### config.mk
export PLATFORM = sky130hd
export DESIGN_NAME = fft_cache_agu
export DESIGN_NICKNAME = d
export VERILOG_FILES = /design/src/rtl/fft_cache_agu_pkg.sv /design/src/rtl/agu_geometry.sv /design/src/rtl/agu_operand_lane.sv /design/src/rtl/agu_twiddle_index.sv /design/src/rtl/fft_cache_agu.sv
export SDC_FILE = /design/constraint.sdc
export NUM_CORES = 1
export LEC_CHECK = 0
export ABC_AREA = 0
export BUFFER_PORTS_ARGS = -buffer_cell sky130_fd_sc_hd__buf_2
export CAP_MARGIN = 20
export CORE_MARGIN = 4
export CORE_UTILIZATION = 60
export CTS_CLUSTER_SIZE = 8
export DETAILED_ROUTE_END_ITERATION = 12
export HOLD_SLACK_MARGIN = 0.06
export PLACE_DENSITY = 0.79
export SLEW_MARGIN = 20
export SYNTH_ARGS = -nofsm -noshare
export SYNTH_HDL_FRONTEND = slang
export SYNTH_SLANG_ARGS = --single-unit
### constraint.sdc
create_clock -name clk -period 1.3 [get_ports clk]
set_clock_uncertainty 0.15 [all_clocks]
set_input_delay 0.195 -clock clk [delete_from_list [all_inputs] [get_ports clk]]
set_output_delay 0.195 -clock clk [all_outputs]
set_load 0.02 [all_outputs]
### src/rtl/fft_cache_agu_pkg.sv
package fft_cache_agu_pkg;

   // Digit-count limit of the geometry fields below.
   localparam int GEOM_FIELD_MAX = 31;

   // Digit geometry of one transform length.
   typedef struct packed {
      logic [4:0] log_n;     // address digits of the transform
      logic [4:0] first_w;   // cache digits of super stage 0
      logic [4:0] second_w;  // cache digits of super stage 1
   } agu_geom_t;

endpackage

### src/rtl/agu_geometry.sv
module agu_geometry
   import fft_cache_agu_pkg::*;
#(
   parameter int LOG_MIN    = 6,
   parameter int LOG_MAX    = 11,
   parameter int CODE_W     = 3,
   parameter int FIRST_CEIL = 1
) (
   input  logic [CODE_W-1:0] size_code,
   output agu_geom_t         geom,
   output logic              size_ok
);
   localparam int SPAN = LOG_MAX - LOG_MIN;

   logic [4:0] log_n;
   logic [4:0] half_lo;
   logic [4:0] half_hi;
   logic [4:0] first_sel;
   logic [4:0] second_sel;

   always_comb begin
      log_n   = 5'(LOG_MIN) + 5'(size_code);
      half_lo = log_n >> 1;
      half_hi = log_n - half_lo;
      size_ok = (int'(size_code) <= SPAN);
   end

   // Variant: which super stage takes the larger half of an odd digit count.
   if (FIRST_CEIL != 0) begin : g_ceil_first
      assign first_sel  = half_hi;
      assign second_sel = half_lo;
   end else begin : g_floor_first
      assign first_sel  = half_lo;
      assign second_sel = half_hi;
   end

   always_comb begin
      geom.log_n    = log_n;
      geom.first_w  = first_sel;
      geom.second_w = second_sel;
   end

endmodule

### src/rtl/agu_operand_lane.sv
module agu_operand_lane
   import fft_cache_agu_pkg::*;
#(
   parameter int LOG_MAX = 11,
   parameter int OPERAND = 0,
   localparam int CW = (LOG_MAX + 1) / 2,
   localparam int BW = CW - 1,
   localparam int PW = $clog2(CW)
) (
   input  agu_geom_t         geom,
   input  logic              super_stage,
   input  logic [PW-1:0]     pass_idx,
   input  logic [CW-1:0]     group_cnt,
   input  logic [BW-1:0]     bfly_cnt,
   output logic [CW-1:0]     cache_addr,
   output logic [LOG_MAX-1:0] mem_addr
);
   function automatic logic [BW-1:0] ones_b(input logic [4:0] amt);
      ones_b = ~({BW{1'b1}} << amt);
   endfunction

   function automatic logic [CW-1:0] ones_c(input logic [4:0] amt);
      ones_c = ~({CW{1'b1}} << amt);
   endfunction

   logic [4:0]    cbits;
   logic [4:0]    gbits;
   logic [4:0]    p5;
   logic [BW-1:0] k_used;
   logic [CW-1:0] g_used;
   logic [CW-1:0] k_wide;
   logic [CW-1:0] upper;
   logic [CW-1:0] lower;
   logic [CW-1:0] pick;

   always_comb begin
      cbits  = super_stage ? geom.second_w : geom.first_w;
      gbits  = geom.log_n - cbits;
      p5     = 5'(pass_idx);
      // counter bits beyond the active geometry are masked off
      k_used = bfly_cnt & ones_b(cbits - 5'd1);
      g_used = group_cnt & ones_c(gbits);
      k_wide = {1'b0, k_used};
      // open a hole at bit p and fill it with this lane's operand bit
      upper  = (k_wide >> p5) << (p5 + 5'd1);
      lower  = k_wide & ones_c(p5);
      pick   = CW'(OPERAND) << p5;
      cache_addr = upper | lower | pick;
      // cached field is low in super stage 0, high in super stage 1
      if (!super_stage) begin
         mem_addr = (LOG_MAX'(g_used) << cbits) | LOG_MAX'(cache_addr);
      end else begin
         mem_addr = (LOG_MAX'(cache_addr) << geom.first_w) | LOG_MAX'(g_used);
      end
   end

endmodule

### src/rtl/agu_twiddle_index.sv
module agu_twiddle_index #(
   parameter int LOG_MAX = 11,
   localparam int CW = (LOG_MAX + 1) / 2,
   localparam int PW = $clog2(CW),
   localparam int RW = LOG_MAX - 1
) (
   input  logic [4:0]    first_w,
   input  logic          super_stage,
   input  logic [PW-1:0] pass_idx,
   input  logic [RW-1:0] mem_low,
   output logic [RW-1:0] rom_addr
);
   function automatic logic [RW-1:0] ones_r(input logic [4:0] amt);
      ones_r = ~({RW{1'b1}} << amt);
   endfunction

   logic [4:0] stage;

   always_comb begin
      stage    = super_stage ? (first_w + 5'(pass_idx)) : 5'(pass_idx);
      // index in full-size table numbering, independent of the size
      rom_addr = (mem_low & ones_r(stage)) << (5'(RW) - stage);
   end

endmodule

### src/rtl/fft_cache_agu.sv
module fft_cache_agu
   import fft_cache_agu_pkg::*;
#(
   parameter int LOG_MIN    = 6,
   parameter int LOG_MAX    = 11,
   parameter int CODE_W     = 3,
   parameter int FIRST_CEIL = 1,
   localparam int CW = (LOG_MAX + 1) / 2,
   localparam int BW = CW - 1,
   localparam int PW = $clog2(CW),
   localparam int RW = LOG_MAX - 1
) (
   input  logic               clk,
   input  logic               rst_n,
   input  logic               req_valid,
   input  logic [CODE_W-1:0]  size_code,
   input  logic               inverse,
   input  logic               super_stage,
   input  logic [PW-1:0]      pass_idx,
   input  logic [CW-1:0]      group_cnt,
   input  logic [BW-1:0]      bfly_cnt,
   output logic               out_valid,
   output logic [LOG_MAX-1:0] mem_addr_a,
   output logic [LOG_MAX-1:0] mem_addr_b,
   output logic [CW-1:0]      cache_addr_a,
   output logic [CW-1:0]      cache_addr_b,
   output logic [RW-1:0]      rom_addr,
   output logic               conj
);
   // Elaboration-time configuration checks
   if (LOG_MIN < 4) begin : g_bad_min
      $error("fft_cache_agu: LOG_MIN must be at least 4");
   end
   if (LOG_MAX <= LOG_MIN || LOG_MAX > GEOM_FIELD_MAX) begin : g_bad_max
      $error("fft_cache_agu: LOG_MAX out of range");
   end
   if ((LOG_MAX - LOG_MIN) >= (1 << CODE_W)) begin : g_bad_code
      $error("fft_cache_agu: CODE_W too narrow for the size range");
   end
   if (FIRST_CEIL != 0 && FIRST_CEIL != 1) begin : g_bad_split
      $error("fft_cache_agu: FIRST_CEIL must be 0 or 1");
   end

   agu_geom_t  geom;
   logic       size_ok;
   logic [4:0] cbits_sel;
   logic       req_ok;

   agu_geometry #(
      .LOG_MIN   (LOG_MIN),
      .LOG_MAX   (LOG_MAX),
      .CODE_W    (CODE_W),
      .FIRST_CEIL(FIRST_CEIL)
   ) i_geometry (
      .size_code(size_code),
      .geom     (geom),
      .size_ok  (size_ok)
   );

   always_comb begin
      cbits_sel = super_stage ? geom.second_w : geom.first_w;
      // reject unknown sizes and passes beyond the cache width
      req_ok    = size_ok && (5'(pass_idx) < cbits_sel);
   end

   logic [CW-1:0]      lane_cache [2];
   logic [LOG_MAX-1:0] lane_mem   [2];

   for (genvar op = 0; op < 2; op++) begin : g_lane
      agu_operand_lane #(
         .LOG_MAX(LOG_MAX),
         .OPERAND(op)
      ) i_lane (
         .geom       (geom),
         .super_stage(super_stage),
         .pass_idx   (pass_idx),
         .group_cnt  (group_cnt),
         .bfly_cnt   (bfly_cnt),
         .cache_addr (lane_cache[op]),
         .mem_addr   (lane_mem[op])
      );
   end

   logic [RW-1:0] rom_next;

   agu_twiddle_index #(
      .LOG_MAX(LOG_MAX)
   ) i_twiddle (
      .first_w    (geom.first_w),
      .super_stage(super_stage),
      .pass_idx   (pass_idx),
      .mem_low    (lane_mem[0][RW-1:0]),
      .rom_addr   (rom_next)
   );

   logic accept;
   assign accept = req_valid && req_ok;

   always_ff @(posedge clk or negedge rst_n) begin
      if (!rst_n) begin
         out_valid    <= 1'b0;
         conj         <= 1'b0;
         mem_addr_a   <= '0;
         mem_addr_b   <= '0;
         cache_addr_a <= '0;
         cache_addr_b <= '0;
         rom_addr     <= '0;
      end else begin
         out_valid <= accept;
         conj      <= accept && inverse;
         if (accept) begin
            mem_addr_a   <= lane_mem[0];
            mem_addr_b   <= lane_mem[1];
            cache_addr_a <= lane_cache[0];
            cache_addr_b <= lane_cache[1];
            rom_addr     <= rom_next;
         end
      end
   end

   // accepted request strobes out one cycle later
   a_r7_one_cycle_latency : assert property (@(posedge clk) disable iff (!rst_n)
      (req_valid && req_ok) |=> out_valid);

   // idle input leaves outputs idle and held
   a_r8_idle_holds : assert property (@(posedge clk) disable iff (!rst_n)
      !req_valid |=> (!out_valid && $stable(mem_addr_a) && $stable(rom_addr)));

   // rejected request produces no strobe
   a_r9_reject_silent : assert property (@(posedge clk) disable iff (!rst_n)
      (req_valid && !req_ok) |=> (!out_valid && $stable(mem_addr_b)));

   // operands differ in a single memory and cache bit
   a_r5_pair_one_bit : assert property (@(posedge clk) disable iff (!rst_n)
      out_valid |-> ($countones(mem_addr_a ^ mem_addr_b) == 1
                     && $countones(cache_addr_a ^ cache_addr_b) == 1));

   // first pass of the first super stage uses twiddle index zero
   a_r6_first_pass_zero : assert property (@(posedge clk) disable iff (!rst_n)
      (accept && !super_stage && pass_idx == '0) |=> (rom_addr == '0));

   // no conjugate flag without a valid strobe
   a_r10_conj_gated : assert property (@(posedge clk) disable iff (!rst_n)
      !out_valid |-> !conj);

endmodule

==> results of run 1 <==
==> cell usage after synthesis (3+ instances only) <==
| library cell | number |
|---|---|
| a211o_1 | 8 |
| a211oi_1 | 8 |
| a21o_1 | 5 |
| a21oi_1 | 36 |
| a31oi_1 | 15 |
| a32o_1 | 3 |
| a32oi_1 | 6 |
| a41oi_1 | 5 |
| and2_1 | 9 |
| and3_1 | 7 |
| buf_1 | 3 |
| buf_2 | 3 |
| clkbuf_1 | 29 |
| dfrtp_1 | 46 |
| ha_1 | 23 |
| inv_1 | 32 |
| inv_2 | 3 |
| mux2_2 | 5 |
| mux2i_1 | 11 |
| nand2_1 | 97 |
| nand2b_1 | 6 |
| nand3_1 | 24 |
| nand4_1 | 8 |
| nor2_1 | 59 |
| nor2b_1 | 3 |
| nor3_1 | 18 |
| nor4_1 | 4 |
| o2111ai_1 | 7 |
| o211ai_1 | 14 |
| o211ai_2 | 5 |
| o21a_1 | 3 |
| o21ai_0 | 56 |
| o21ai_1 | 9 |
| o221ai_1 | 3 |
| o22ai_1 | 7 |
| o311ai_0 | 3 |
| o311ai_1 | 4 |
| o31ai_1 | 3 |
| o41ai_1 | 4 |
| or3_1 | 6 |
| xnor2_1 | 11 |
==> logic make-up after synthesis <==
group,synth area share [%]
XOR/XNOR,2.96
buffers and inverters,5.90
adder cells (fa/ha/maj),6.53
AND/OR/NAND/NOR,23.9
multiplexers,4.21
AO/OA/AOI/OAI,33.5
flip-flops,22.9
==> metrics by stage <==
stage | TNS [ns] | setup slack [ns] | util [%]
detailed placement | -119.48 | -3.10 | 87.6
global placement | -113.49 | -2.94 | 87.6
floorplan | -109.53 | -2.82 | -
==> flow_summary.yaml, run 1 <==
cts:
  root_buffer: "clkbuf_8"
  max-clock-path-buffers: 2
  clock-sinks: 46
  post_cts_buffers: 55
  ctsResizeCount: 187
  cts_buffers: 5
  cts-htree-levels: 2
  holdBufCountCts: 2
synth:
  yosys.area.top_type: "dfrtp_1"
  async_flop_share_pct: 100
  syn-cell-area_sq_mm: 0.00502
  synth_top_area_share_pct: 22.9
  ys_ff_latch: 46
  syn_nets: 713
  ys_types: 84
  synth_edf_count: 0
  yosys_warnings: 0
  ys.flop_type: "dfrtp_1"
  yosys-top-cells-area: "dfrtp_1 (23%), nand2_1 (7.2%), ha_1 (5.7%)"
  syn_avg_cell_area_sq_um: 7.54
  seq_area_frac_synth_pct: 22.9
  synthCells: 666
place:
  io_buffers: 67
  place_area_sq_mm: 0.00716
  dp_cells: 1018
  hpwl_um: 16400
  gp_congestion: 1.18
floorplanning:
  die_w_um: 99.5
  initial_core_util_pct: 61.4
  die_h_um: 99.5
  ios: 68
  num_rows: 33
status:
  tool.error: "[ERROR DPL-0038] Utilization greater than 100%, impossible to legalize"
  status: "did not finish"
  haltStage: "clock tree synthesis (4_1_cts)"
==> run 2, diff against run 1 <==
--- a/config.mk
+++ b/config.mk
@@ -9,11 +9,9 @@
 export BUFFER_PORTS_ARGS = -buffer_cell sky130_fd_sc_hd__buf_2
 export CAP_MARGIN = 20
 export CORE_MARGIN = 4
-export CORE_UTILIZATION = 60
-export CTS_CLUSTER_SIZE = 8
+export CORE_UTILIZATION = 40
 export DETAILED_ROUTE_END_ITERATION = 12
-export HOLD_SLACK_MARGIN = 0.06
-export PLACE_DENSITY = 0.79
+export PLACE_DENSITY_LB_ADDON = 0.15
 export SLEW_MARGIN = 20
 export SYNTH_ARGS = -nofsm -noshare
 export SYNTH_HDL_FRONTEND = slang
==> flow_summary.yaml, run 2 <==
status:
  status: "complete, but fails checks"
  violations: "negative setup slack"
critical_path:
  worstPathRequired_ns: 1.31
  path_delay_family: "compound AO/OA/AOI/OAI gates"
  worstPathMaxFanout: 7
  crit_chain: "buf_8 > buf_4 > ha_1 > nor2b_1 > mux2i_2 > nand2_2 > clkinv_4 > ha_4 > and2_4 > nor3_1 > mux2i_1 > buf_4 > o211a_4 > o21ai_4 > o31ai_4 > o211ai_1 > o41ai_1 > buf_4 > a221oi_4 > o22ai_2 > nor2_1 > o211ai_1"
  path_buf_inv: 5
  crit_type: "input pin to flop"
  r2r_cells: 4
  critPathArrivalTime_ns: 3.92
  critPathSlowestCell: "o211ai_1"
  worst_r2r_endpoint: "rom_addr[9]$_DFFE_PN0P_"
  crit_top_cell: "buf_4"
  cp-start-kind: "input pin"
  cp-end-kind: "flop"
  startpoint: "size_code[1]"
  reg2reg_from: "rom_addr[9]$_DFFE_PN0P_"
  path_depth: 22
  setup.worst_path.end: "rom_addr[8]$_DFFE_PN0P_"
  critical-path-max-stage-delay_ns: 0.34
  r2r_slack_ns: 0.04
synth:
  seq_area_frac_synth_pct: 22.9
  syn_nets: 713
  synthCells: 666
  yosys_warnings: 0
  synth_common_cells: "nand2_1 (97), nor2_1 (59), o21ai_0 (56)"
  syn-cell-area_sq_mm: 0.00502
  ys_ff_latch: 46
  synth_top_area_share_pct: 22.9
  async_flop_share_pct: 100
  synth_edf_count: 0
  yosys.area.top_type: "dfrtp_1"
  syn_avg_cell_area_sq_um: 7.54
  synth_most_common_cell: "nand2_1"
  yosys-top-cells-area: "dfrtp_1 (23%), nand2_1 (7.2%), ha_1 (5.7%)"
  ys.flop_type: "dfrtp_1"
  ys_types: 84
detailed_routing:
  post-route-drc-count: 0
  drtPass1Iterations: 5
  vias: 6841
  drt_iter0_drc: 650
  ant_nets: 0
  drt_wl_total_um: 22900
  via_per_inst: 5.87
  wire_per_inst_um: 19.6
floorplanning:
  num_rows: 40
  core_sq_mm: 0.0122
  fp.dieArea_sq_mm: 0.0144
  die_h_um: 120
  initial_core_util_pct: 41.3
  die_w_um: 120
  ios: 68
cts:
  root_buffer: "clkbuf_16"
  clk_latency_ns: 0.28
  clock-sinks: 46
  cts-htree-levels: 2
  cts_buffers: 5
  max-clock-path-buffers: 2
  clk_pin_slew_ns: 0.06
  cts_tree: "built"
global_route:
  track_usage_pct: 29.4
  grt-busiest-layer: "met2"
  use_met1_pct: 37.9
  grt_use_met2_pct: 50.5
  grt_use_met3_pct: 2.17
  grt_pass1_wl_um: 34100
  grt_pass1_vias: 6614
  antenna_found_initial: 0
  grt_overflow: 0
  grt_max_degree: 47
place:
  place_area_sq_mm: 0.00727
  gp_congestion: 0.992
  hpwl_um: 16300
  dp_cells: 1085
  io_buffers: 67
job:
  maxCapViolCount: 0
final_layout:
  layout_commonest_cell: "buf_4"
  num_antenna_cells: 0
  final_cell_mix: "buf_4 (242), nand2_1 (82), buf_2 (65)"
  drive_above_1_share_pct: 56.0
  layout.cells.non_filler: 1166
  final_area_sq_mm: 0.00922
  area_delta_synth_final_pct: 83.5
  nets: 1045
  reg_top3: "mem_addr_a x11, mem_addr_b x11, rom_addr x10"
timing:
  drv_slew: 0
  holdWs_ns: 0.239
  hold_viol_final: 0
  maxSlewHeadroom_pct: 63.6
  min_period_over_period_pct: 301
  setup_violations: 46
  clock.fmax_mhz: 256
  tightestPinTransition_ns: 0.541
  rsz0062_at_grt: "true"
  setup_ws_ns: -2.61
  final.min_clock_period_ns: 3.91
worst_hold_path:
  hp-class: "input pin to flop"
power_and_ir_drop:
  vdd_ir_drop_max_mv: 0.576
  leakagePower_nw: 4.11
  powerDensity_mw_per_mm2: 1200
run 2: layout make-up:
| cell class | count | area [sq um] |
|---|---|---|
| fill | 896 | 2950 |
| multi-input combinational | 546 | 4690 |
| clock inverter | 2 | 10.0 |
| tap | 168 | 210 |
| timing repair buffer | 362 | 2870 |
| inverter | 37 | 151 |
| clock buffer | 5 | 125 |
| sequential | 46 | 1150 |
run 2: through the flow:
step	util, %	worst slack, ns	power, mW	setup TNS (ns)
after CTS	69.4	-2.48	10.1	-95.78
after detailed placement	59.8	-3.21	7.93	-123.93
after global placement	59.8	-3.02	7.83	-121.20
after floorplan	-	-2.82	5.30	-109.53
final	75.8	-2.61	11.0	-99.95
after global routing	75.8	-2.73	11.6	-103.85
run 2: cells by family after synthesis:
| logic type | Yosys count | synth area share [%] |
|---|---|---|
| AND/OR/NAND/NOR | 254 | 23.9 |
| AO/OA/AOI/OAI | 235 | 33.5 |
| buffers and inverters | 74 | 5.90 |
| flip-flops | 46 | 22.9 |
| adder cells (fa/ha/maj) | 25 | 6.53 |
| multiplexers | 18 | 4.21 |
| XOR/XNOR | 14 | 2.96 |
run 2: worst min-delay path, cell delays in order:
cell	delay, ns
buf_2	0.12
o21ai_2	0.09
buf_4	0.13
a41oi_2	0.10
run 2: layer usage:
layer  vias up  share of wire [%]
met5         -                  0
met4         0                4.3
met3        83                7.2
met2       363                 48
met1      3232                 40
li1       3163                  -
run 2: timing repair:
action	CTS	global route
buffers inserted	49	33
pin swaps	80	63
endpoints found under the hold margin	47	0
endpoints found under the setup margin	46	46
gates cloned	0	3
resized for setup	146	114
hold buffers	2	0
run 2: power breakdown:
part | switching (mW) | total [mW] | internal [mW]
logic | 4.19 | 7.73 | 3.54
registers | 0.239 | 2.10 | 1.86
clock network | 0.520 | 1.21 | 0.694
run 2: worst min-delay path by stage:
stage / start / end / cells past startpoint
final: group_cnt[4] / mem_addr_b[4]$_DFFE_PN0P_ / 4
after global routing: group_cnt[4] / mem_addr_b[4]$_DFFE_PN0P_ / 4
after CTS: group_cnt[4] / mem_addr_b[4]$_DFFE_PN0P_ / 4
after detailed placement: rst_n / conj$_DFF_PN0_ / 2
after global placement: rst_n / out_valid$_DFF_PN0_ / 2
after floorplan: rst_n / cache_addr_a[0]$_DFFE_PN0P_ / 0
Power figures use the tool's default switching activity.
